`config.mk`:
```
export PLATFORM = sky130hd
export DESIGN_NAME = lbus_own_ctrl
export DESIGN_NICKNAME = d
export VERILOG_FILES = /design/src/rtl/lbus_own_pkg.sv /design/src/rtl/lbus_down_timer.sv /design/src/rtl/lbus_rel_eval.sv /design/src/rtl/pci_req_gap.sv /design/src/rtl/lbus_own_ctrl.sv
export SDC_FILE = /design/constraint.sdc
export NUM_CORES = 1
export LEC_CHECK = 0
export BUFFER_PORTS_ARGS = -buffer_cell sky130_fd_sc_hd__buf_2
export CAP_MARGIN = 20
export CORE_UTILIZATION = 53
export CTS_CLUSTER_DIAMETER = 60
export DETAILED_ROUTE_END_ITERATION = 8
export GPL_TIMING_DRIVEN = 0
export HOLD_SLACK_MARGIN = 0.02
export PLACE_DENSITY = 0.77
export SLEW_MARGIN = 20
export SYNTH_ARGS = -nofsm -noshare
export SYNTH_HDL_FRONTEND = slang
export SYNTH_HIERARCHICAL = 1
export SYNTH_SLANG_ARGS = --single-unit
```
`constraint.sdc`:
```
create_clock -name clk -period 3.6 [get_ports clk]
set_clock_uncertainty 0.2 [all_clocks]
set_input_delay 0.18 -clock clk [delete_from_list [all_inputs] [get_ports clk]]
set_output_delay 0.18 -clock clk [all_outputs]
set_load 0.005 [all_outputs]
```
`src/rtl/lbus_own_pkg.sv`:
```
package lbus_own_pkg;

  typedef enum logic [2:0] {
    ST_IDLE  = 3'd0,
    ST_REQ   = 3'd1,
    ST_OWN   = 3'd2,
    ST_DRAIN = 3'd3,
    ST_PAUSE = 3'd4
  } own_st_t;

  typedef enum logic [1:0] {
    BRQ_IGNORE    = 2'd0,
    BRQ_NOW       = 2'd1,
    BRQ_AFTER_LAT = 2'd2,
    BRQ_SPARE     = 2'd3
  } brq_mode_t;

  typedef struct packed {
    logic any;
    logic lat;
  } rel_t;

endpackage

```
`src/rtl/lbus_down_timer.sv`:
```
module lbus_down_timer #(
  parameter int W = 8
) (
  input  logic         clk,
  input  logic         rst_n,
  input  logic         load,
  input  logic [W-1:0] load_val,
  input  logic         dec_en,
  output logic         zero
);
  logic [W-1:0] cnt_q;

  always_ff @(posedge clk or negedge rst_n) begin
    if (!rst_n) begin
      cnt_q <= '0;
    end else if (load) begin
      cnt_q <= load_val;
    end else if (dec_en && (cnt_q != '0)) begin
      cnt_q <= cnt_q - W'(1);
    end
  end

  assign zero = (cnt_q == '0);
endmodule

```
`src/rtl/lbus_rel_eval.sv`:
```
module lbus_rel_eval
  import lbus_own_pkg::*;
(
  input  logic       xfer_req,
  input  logic       dir_l2p,
  input  logic       fifo_full,
  input  logic       fifo_empty,
  input  logic       lat_en,
  input  logic       lat_zero,
  input  logic [1:0] brq_mode,
  input  logic       ext_brq,
  input  logic       slave_pend,
  input  logic       eot,
  input  logic       eot_en,
  output rel_t       rel
);
  logic fifo_lim;
  logic brq_hit;

  // The FIFO limit that stops a local burst depends on which way data flows.
  assign fifo_lim = dir_l2p ? fifo_full : fifo_empty;

  always_comb begin
    unique case (brq_mode_t'(brq_mode))
      BRQ_NOW:       brq_hit = ext_brq;
      BRQ_AFTER_LAT: brq_hit = ext_brq && lat_zero;
      default:       brq_hit = 1'b0;
    endcase
  end

  always_comb begin
    rel.lat = lat_en && lat_zero;
    rel.any = !xfer_req || fifo_lim || rel.lat || brq_hit || slave_pend ||
              (eot && eot_en);
  end
endmodule

```
`src/rtl/pci_req_gap.sv`:
```
module pci_req_gap #(
  parameter int GAP = 2
) (
  input  logic clk,
  input  logic rst_n,
  input  logic pci_want,
  input  logic dir_l2p,
  input  logic fifo_full,
  input  logic fifo_empty,
  input  logic pci_lat_exp,
  input  logic pci_gnt,
  input  logic pci_disc,
  output logic pci_req
);
  localparam int GW = $clog2(GAP + 1);

  logic          req_q;
  logic [GW-1:0] gap_q;
  logic          rel;

  // On the PCI side the FIFO limit is the opposite one from the local side.
  assign rel = !pci_want || (dir_l2p ? fifo_empty : fifo_full) ||
               (pci_lat_exp && !pci_gnt) || pci_disc;

  always_ff @(posedge clk or negedge rst_n) begin
    if (!rst_n) begin
      req_q <= 1'b0;
      gap_q <= '0;
    end else if (req_q) begin
      if (rel) begin
        req_q <= 1'b0;
        gap_q <= GW'(GAP - 1);
      end
    end else if (gap_q != '0) begin
      gap_q <= gap_q - GW'(1);
    end else if (!rel) begin
      req_q <= 1'b1;
    end
  end

  assign pci_req = req_q;
endmodule

```
`src/rtl/lbus_own_ctrl.sv`:
```
module lbus_own_ctrl
  import lbus_own_pkg::*;
#(
  parameter int LAT_W   = 8,
  parameter int PAUSE_W = 8,
  parameter int PCI_GAP = 2
) (
  input  logic               clk,
  input  logic               rst_n,
  input  logic               xfer_req,
  input  logic               dir_l2p,
  input  logic               fifo_full,
  input  logic               fifo_empty,
  input  logic               lat_en,
  input  logic [LAT_W-1:0]   lat_load,
  input  logic [PAUSE_W-1:0] pause_load,
  input  logic [1:0]         brq_mode,
  input  logic               ext_brq,
  input  logic               slave_pend,
  input  logic               eot,
  input  logic               eot_en,
  input  logic               lword_end,
  input  logic               holda,
  output logic               hold,
  output logic               xfer_ok,
  input  logic               pci_want,
  input  logic               pci_lat_exp,
  input  logic               pci_gnt,
  input  logic               pci_disc,
  output logic               pci_req
);
  own_st_t st_q, st_d;
  rel_t    rel;
  logic    lat_zero, pause_zero;
  logic    lat_ld, pause_ld;
  logic    latpend_q;
  logic    owning;

  assign owning = (st_q == ST_OWN) || (st_q == ST_DRAIN);
  assign lat_ld = (st_q == ST_REQ) && holda;

  lbus_down_timer #(.W(LAT_W)) lat_tmr_i (
    .clk(clk), .rst_n(rst_n), .load(lat_ld), .load_val(lat_load),
    .dec_en(owning), .zero(lat_zero)
  );

  lbus_down_timer #(.W(PAUSE_W)) pause_tmr_i (
    .clk(clk), .rst_n(rst_n), .load(pause_ld), .load_val(pause_load),
    .dec_en(st_q == ST_PAUSE), .zero(pause_zero)
  );

  lbus_rel_eval rel_i (
    .xfer_req(xfer_req), .dir_l2p(dir_l2p), .fifo_full(fifo_full),
    .fifo_empty(fifo_empty), .lat_en(lat_en), .lat_zero(lat_zero),
    .brq_mode(brq_mode), .ext_brq(ext_brq), .slave_pend(slave_pend),
    .eot(eot), .eot_en(eot_en), .rel(rel)
  );

  always_comb begin
    st_d     = st_q;
    pause_ld = 1'b0;
    unique case (st_q)
      ST_IDLE: if (xfer_req) st_d = ST_REQ;
      ST_REQ:  if (holda) st_d = ST_OWN;
      ST_OWN: begin
        if (rel.any) begin
          if (!lword_end) begin
            st_d = ST_DRAIN;
          end else if (rel.lat) begin
            st_d     = ST_PAUSE;
            pause_ld = 1'b1;
          end else begin
            st_d = ST_IDLE;
          end
        end
      end
      ST_DRAIN: begin
        if (lword_end) begin
          if (latpend_q || rel.lat) begin
            st_d     = ST_PAUSE;
            pause_ld = 1'b1;
          end else begin
            st_d = ST_IDLE;
          end
        end
      end
      ST_PAUSE: if (pause_zero) st_d = xfer_req ? ST_REQ : ST_IDLE;
      default: st_d = ST_IDLE;
    endcase
  end

  always_ff @(posedge clk or negedge rst_n) begin
    if (!rst_n) begin
      st_q      <= ST_IDLE;
      latpend_q <= 1'b0;
    end else begin
      st_q <= st_d;
      if (st_q == ST_OWN)        latpend_q <= rel.lat;
      else if (st_q == ST_DRAIN) latpend_q <= latpend_q || rel.lat;
      else                       latpend_q <= 1'b0;
    end
  end

  assign hold    = (st_q == ST_REQ) || owning;
  assign xfer_ok = owning;

  pci_req_gap #(.GAP(PCI_GAP)) pci_i (
    .clk(clk), .rst_n(rst_n), .pci_want(pci_want), .dir_l2p(dir_l2p),
    .fifo_full(fifo_full), .fifo_empty(fifo_empty),
    .pci_lat_exp(pci_lat_exp), .pci_gnt(pci_gnt), .pci_disc(pci_disc),
    .pci_req(pci_req)
  );
endmodule

```
==> impl_metrics.py, run 1 <==
metrics = {
    "status": {
        "status": "complete, but fails checks",
        "failed_checks": "DRC",
    },
    "floorplan": {
        "fp.dieArea_sq_um": 3230,
        "initial_core_util_pct": 56.8,
        "io_pins": 38,
        "die_h_um": 56.8,
        "die_w_um": 56.8,
        "coreArea_sq_um": 2810,
        "row_count": 19,
    },
    "cts": {
        "ctsRootBufferMaster": "clkbuf_4",
        "numCtsBuffers": 3,
        "clock_latency_ns": 0.31,
        "cts_max_level": 1,
        "cts_tree": "yes",
        "clk_path_buf_depth": 2,
        "clk_pin_slew_ns": 0.13,
        "clock-sinks": 23,
    },
    "critical_path": {
        "slowest_stage": "or3b_2",
        "crit_path_max_incr_delay_ns": 0.56,
        "startpoint_type": "flip-flop",
        "critPathMaxFanout": 10,
        "path_cells": "inv_1 > ha_1 > or3b_2 > nor2_2 > a21oi_1 > or3b_1 > nand3_1 > o21ai_1 > nor3b_4 > buf_4 > nor3b_1 > a21oi_1 > nand3_1",
        "worstPathArrival_ns": 3.43,
        "path_class": "reg2reg",
        "rr_worst_depth": 13,
        "worst_setup_path_end_kind": "flip-flop",
        "required_ns": 3.59,
    },
    "layout": {
        "instances_no_fill": 274,
        "final_util_pct": 75.1,
        "area_growth_pct": 32.1,
        "fill_cells": 215,
        "final_common_cell": "buf_2",
        "final_nets": 286,
        "diodes": 0,
        "layout_common_cells": "buf_2, dfrtp_1, dlygate4sd3_1, nor2_1, inv_1",
        "layout-drive-gt1-share_pct": 24.3,
    },
    "yosys": {
        "yosys-top-cells-area": "dfrtp_1, ha_1, nor2_1, nor2b_1, a21oi_1",
        "yosysWarnings": 6,
        "yosysUniqueCellTypes": 53,
        "async_flop_share_pct": 100,
        "postSynthAreaPerCell_sq_um": 8.96,
        "ys_seq_elements": 23,
        "yosysSeqAreaShare_pct": 36.1,
        "synth_cells": 178,
        "netlist.area_leader.share_pct": 36.1,
        "synth_top_cell_by_area": "dfrtp_1",
        "synth_nets": 220,
        "synth-edff-count": 0,
        "synthFlopType": "dfrtp_1",
        "synth_area_sq_um": 1590,
    },
    "sta": {
        "tightest_slew_ns": 0.691,
        "timing.setup.tns_ns": 0,
        "period_share_pct": 95.5,
        "fmax_ghz": 0.291,
        "slew_violations": 0,
        "final-hold-violation-count": 0,
        "setup_viol": 0,
        "relSlewSlack_pct": 53.5,
        "setup_ws_ns": 0.163,
        "min_period_ns": 3.44,
        "fin_hold_ws_ns": 0.0825,
    },
    "global_routing": {
        "grt_remaining_overflow": 0,
        "antenna_found_initial": 0,
        "first_global_vias": 1594,
        "track_usage_pct": 24.8,
        "grt_max_degree": 24,
        "grt_first_pass_wirelength_mm": 6.38,
    },
    "detailed_routing": {
        "initialDrtViolationCount": 98,
        "ant_nets": 0,
        "vias": 1676,
        "routed.top_layer": "met4",
        "dr_wl_met3_um": 226,
        "drt-pass1-iter-count": 6,
        "drt_wl_total_mm": 4.04,
        "via_per_inst": 6.12,
        "routedWlPerCell_um": 14.8,
        "m1WireLength_mm": 1.60,
        "drc_errors": 4,
        "wl_met2_mm": 2.19,
    },
    "power": {
        "p_leak_uw": 0.000932,
        "ir_worst_vdd_uv": 314,
        "power_density_nw_per_um2": 548,
    },
    "hold_path": {
        "hold_class": "in2reg",
        "hold_depth": 4,
    },
    "place": {
        "place_inst": 246,
        "routabilityCongestion": 0.873,
        "portBuffers": 37,
        "dp_slack_ns": -0.112,
        "hpwl_mm": 2.74,
    },
    "run": {
        "drv_cap": 0,
    },
}
-- through the flow --
stage          instance area, sq um  power [uW]
2_1_floorplan                  1590         839
3_3_place_gp                   1820         952
3_5_place_dp                   1820         984
4_1_cts                        2070        1140
5_1_grt                        2110        1250
6_report                       2110        1150
-- layer usage --
metal | global-route usage (%) | up-vias
met5 | 0 | -
met4 | 10.8 | 0
met3 | 4.61 | 4
met2 | 46.4 | 77
met1 | 26.8 | 800
li1 | - | 795
-- power by group --
group / total, uW / internal (uW) / switching (uW)
clock network: 118 / 41.4 / 76.9
registers: 461 / 354 / 107
logic: 575 / 277 / 299
total: 1150 / 672 / 483
-- cell usage after synthesis, types with 3 or more instances --
cell and number:
inv_1 13, nor2_1 15, nor3b_1 6, ha_1 7, a21oi_1 11, o21ai_0 5, dfrtp_1 23, nor4_1 3
o211ai_1 3, nor2b_1 9, or4_1 6, nor3_1 6, nand2_1 8, nand3_1 7, clkbuf_1 4, a211oi_1 3
-- repair_timing --
| action | CTS | global route |
|---|---|---|
| buffers inserted | 0 | 3 |
| endpoints found under the hold margin | 43 | 0 |
| resized for setup | 3 | 4 |
| hold buffers | 22 | 0 |
| setup endpoints to repair | 4 | 4 |
| pin swaps | 0 | 2 |
-- path summary, 6_finish.rpt --
kind	slack (ns)	from	to
hold reg to reg	0.33	pci_i/gap_q[1]	pci_i/gap_q[1]
hold / removal	0.08	pci_gnt	pci_i/gap_q[0]
min in group asynchronous	0.16	rst_n	pause_tmr_i/cnt_q[0]
setup / recovery	0.16	lat_tmr_i/cnt_q[0]	pause_tmr_i/cnt_q[0]
setup reg to reg	0.16	lat_tmr_i/cnt_q[0]	pause_tmr_i/cnt_q[0]
max in group asynchronous	2.68	rst_n	lat_tmr_i/cnt_q[4]
-- sequential cells by signal, summed over array words and instances, names as in the netlist --
signal	count
st_q	3
latpend_q	1
pci_i/gap_q	2
lat_tmr_i/cnt_q	8
pci_i/pci_req	1
pause_tmr_i/cnt_q	8
-- final cells by class --
| cell class | count | area, sq um | share of cell area, % |
|---|---|---|---|
| well taps | 31 | 38.8 | 1.84 |
| repair buffers | 62 | 440 | 20.9 |
| inverters | 14 | 55.1 | 2.61 |
| clock buffers | 3 | 22.5 | 1.07 |
| flip-flops and latches | 23 | 576 | 27.3 |
| clock inverters | 1 | 5.00 | 0.238 |
| multi-input cells | 134 | 938 | 44.6 |
| plain buffers | 6 | 30.0 | 1.43 |
-- logic make-up after synthesis --
group / Yosys count / share of synthesized area (%)
adder cells (fa/ha/maj): 7 / 5.49
multiplexers: 1 / 0.942
flip-flops: 23 / 36.1
buffers and inverters: 21 / 5.18
AND/OR/NAND/NOR: 81 / 31.2
AO/OA/AOI/OAI: 45 / 21.0
-- worst max-delay path: cells and delay by family (launching register included) --
kind / cells / cell delay, ns
adders and majority gates: 1 / 0.19
buffers and inverters: 2 / 0.35
AOI/OAI and AO/OA: 3 / 0.36
DFF: 1 / 0.44
and+or+nand+nor: 7 / 1.78
No activity file was read; power rests on OpenSTA's default activity.
==> inputs of run 2 (changes only) <==
--- a/config.mk
+++ b/config.mk
@@ -5,14 +5,15 @@
 export SDC_FILE = /design/constraint.sdc
 export NUM_CORES = 1
 export LEC_CHECK = 0
+export ABC_AREA = 1
 export BUFFER_PORTS_ARGS = -buffer_cell sky130_fd_sc_hd__buf_2
 export CAP_MARGIN = 20
-export CORE_UTILIZATION = 53
+export CORE_UTILIZATION = 55
 export CTS_CLUSTER_DIAMETER = 60
 export DETAILED_ROUTE_END_ITERATION = 8
 export GPL_TIMING_DRIVEN = 0
 export HOLD_SLACK_MARGIN = 0.02
-export PLACE_DENSITY = 0.77
+export PLACE_DENSITY = 0.78
 export SLEW_MARGIN = 20
 export SYNTH_ARGS = -nofsm -noshare
 export SYNTH_HDL_FRONTEND = slang
==> constraint.sdc (replaced) <==
create_clock -name clk -period 3.8 [get_ports clk]
set_clock_uncertainty 0.2 [all_clocks]
set_input_delay 0.19 -clock clk [delete_from_list [all_inputs] [get_ports clk]]
set_output_delay 0.19 -clock clk [all_outputs]
set_load 0.005 [all_outputs]
==> run 2 against run 1 <==
  * Register-to-register slack improved by 0.97 ns
  * The run now ends clean
  * Synthesized cell count increased by 60%
  * Hold slack got worse by 0.059 ns
  * Global-route usage increased by 0.30 points
  * Maximum frequency increased by 29%
  * Largest power group unchanged
==> impl_metrics.py, run 2 <==
metrics = {
    "detailed_routing": {
        "initialDrtViolationCount": 61,
        "drc_errors": 0,
        "ant_nets": 0,
        "routed.top_layer": "met4",
        "vias": 1914,
        "m1WireLength_mm": 1.90,
        "drt_wl_total_mm": 3.97,
        "routedWlPerCell_um": 10.1,
        "wl_met2_mm": 1.86,
        "via_per_inst": 4.88,
        "drt-pass1-iter-count": 4,
        "dr_wl_met3_um": 180,
    },
    "cts": {
        "cts_max_level": 1,
        "numCtsBuffers": 3,
        "cts_tree": "yes",
        "clk_pin_slew_ns": 0.12,
        "ctsRootBufferMaster": "clkbuf_4",
        "clock-sinks": 23,
        "clock_latency_ns": 0.32,
        "clk_path_buf_depth": 2,
    },
    "sta": {
        "fmax_ghz": 0.374,
        "setup_viol": 0,
        "tightest_slew_ns": 0.532,
        "fin_hold_ws_ns": 0.0232,
        "period_share_pct": 70.3,
        "rsz0062_at_grt": "false",
        "timing.setup.tns_ns": 0,
        "slew_violations": 0,
        "min_period_ns": 2.67,
        "final-hold-violation-count": 0,
        "relSlewSlack_pct": 64.5,
    },
    "yosys": {
        "yosys-top-cells-count": "nand2_1, inv_1, nand3_1",
        "async_flop_share_pct": 100,
        "synth_top_cell_by_area": "dfrtp_1",
        "synth_cells": 285,
        "yosysWarnings": 6,
        "synth-edff-count": 0,
        "yosysSeqAreaShare_pct": 31.8,
        "yosysUniqueCellTypes": 25,
        "netlist.area_leader.share_pct": 31.8,
        "yosys-top-cells-area": "dfrtp_1, nand2_1, nand3_1, inv_1, nor2_1",
        "synth.most_common_cell": "nand2_1",
        "synth_area_sq_um": 1810,
        "ys_seq_elements": 23,
        "synthFlopType": "dfrtp_1",
        "synth_nets": 327,
        "postSynthAreaPerCell_sq_um": 6.34,
    },
    "layout": {
        "final_nets": 391,
        "diodes": 0,
        "area_growth_pct": 27.0,
        "layout_common_cells": "nand2_1, inv_1, buf_2, nand3_1, nor2_1",
        "top_regs": "lat_tmr_i/cnt_q: 8 flops, pause_tmr_i/cnt_q: 8 flops, st_q: 3 flops",
        "layout-drive-gt1-share_pct": 18.7,
        "final_common_cell": "nand2_1",
    },
    "power": {
        "power_density_nw_per_um2": 624,
        "p_leak_uw": 0.00127,
        "ir_worst_vdd_uv": 454,
    },
    "critical_path": {
        "crit_path_max_incr_delay_ns": 0.39,
        "critPathMaxFanout": 10,
        "path_delay_family": "simple AND/OR/NAND/NOR gates",
        "worstPathArrival_ns": 2.69,
        "path_cells": "inv_1 > ha_1 > nand2_1 > nor2_1 > nand2_1 > inv_2 > nor2_2 > nand3_1 > nand4_1 > nand2_1 > clkbuf_1 > o21ai_0 > nand2_1 > nand2_1",
        "worst_setup_path_end_kind": "flip-flop",
        "path_class": "reg2reg",
        "slowest_stage": "dfrtp_1",
        "path_buf_inv": 3,
        "rr_worst_depth": 14,
        "cp.depth": 14,
        "startpoint_type": "flip-flop",
        "crit_top_cell": "nand2_1",
        "required_ns": 3.82,
    },
    "hold_path": {
        "hold_depth": 5,
        "hold_class": "in2reg",
    },
    "global_routing": {
        "grt_first_pass_wirelength_mm": 6.66,
        "grt_remaining_overflow": 0,
        "track_usage_pct": 25.1,
        "antenna_found_initial": 0,
        "grt_max_degree": 24,
        "first_global_vias": 1622,
    },
    "place": {
        "portBuffers": 37,
        "hpwl_mm": 2.76,
        "routabilityCongestion": 0.817,
    },
    "floorplan": {
        "coreArea_sq_um": 3080,
        "die_h_um": 59.3,
        "io_pins": 38,
        "row_count": 20,
        "initial_core_util_pct": 58.7,
        "fp.dieArea_sq_um": 3520,
        "die_w_um": 59.3,
    },
    "run": {
        "drv_cap": 0,
    },
    "status": {
        "status": "complete, no violations",
    },
}
-- run 2: kinds of logic after synthesis --
logic type | synth area share (%)
and+or+nand+nor | 46.0
buffers and inverters | 10.1
AOI/OAI and AO/OA | 6.23
DFF | 31.8
xor gates and xnor gates | 0.969
adders and majority gates | 4.84
-- run 2: through the flow --
step           area [sq um]  utilization (%)  std cells  power [uW]  worst slack [ns]
3_3_place_gp           2050             66.5        366        1280              1.19
6_report               2300             74.6        392        1430              1.13
4_1_cts                2300             74.6        392        1430              1.13
5_1_grt                2300             74.6        392        1600             0.838
3_5_place_dp           2050             66.5        366        1290              1.15
2_1_floorplan          1810                -        285        1120              1.58
-- run 2: what timing repair did --
item,4_1_cts,5_1_grt
setup buffers,0,0
setup endpoints to repair,0,0
hold buffers,22,0
hold endpoints to repair,42,0
gates resized for setup,0,0
-- run 2: where the power goes --
part           internal (uW)  total (uW)  switching (uW)  leakage (uW)
Sequential               349         458             110      0.000294
Combinational            331         857             525      0.000962
Clock                   39.5         117            77.8     0.0000177
-- run 2: final timing paths --
check                                   start  slack (ns)                   end
max                        lat_tmr_i/cnt_q[0]        1.13  pause_tmr_i/cnt_q[2]
min                             pause_load[0]        0.02  pause_tmr_i/cnt_q[0]
max reg2reg                lat_tmr_i/cnt_q[0]        1.13  pause_tmr_i/cnt_q[2]
min reg2reg                    pci_i/gap_q[1]        0.30        pci_i/gap_q[1]
max in group asynchronous               rst_n        2.87  pause_tmr_i/cnt_q[2]
min in group asynchronous               rst_n        0.15        pci_i/gap_q[0]
-- run 2: area by class of cell --
type / count / area [sq um]
inverter: 46 / 175
buffer: 2 / 7.51
fill: 260 / 782
sequential: 23 / 576
clock buffer: 3 / 22.5
tap: 44 / 55.1
timing repair buffer: 59 / 405
multi-input combinational: 214 / 1050
clock inverter: 1 / 5.00
-- run 2: metal layers --
metal,up-vias,GRT usage (%)
li1,1016,-
met1,840,32.4
met2,53,44.1
met3,5,4.59
met4,0,4.08
met5,-,0
-- run 2: worst reg2reg max path, delay by kind of cell, from the launching register on --
kind	cells	cell delay, ns
flip-flops	1	0.39
AND/OR/NAND/NOR	9	0.98
adder cells (fa/ha/maj)	1	0.19
AO/OA/AOI/OAI	1	0.19
buffers and inverters	3	0.62
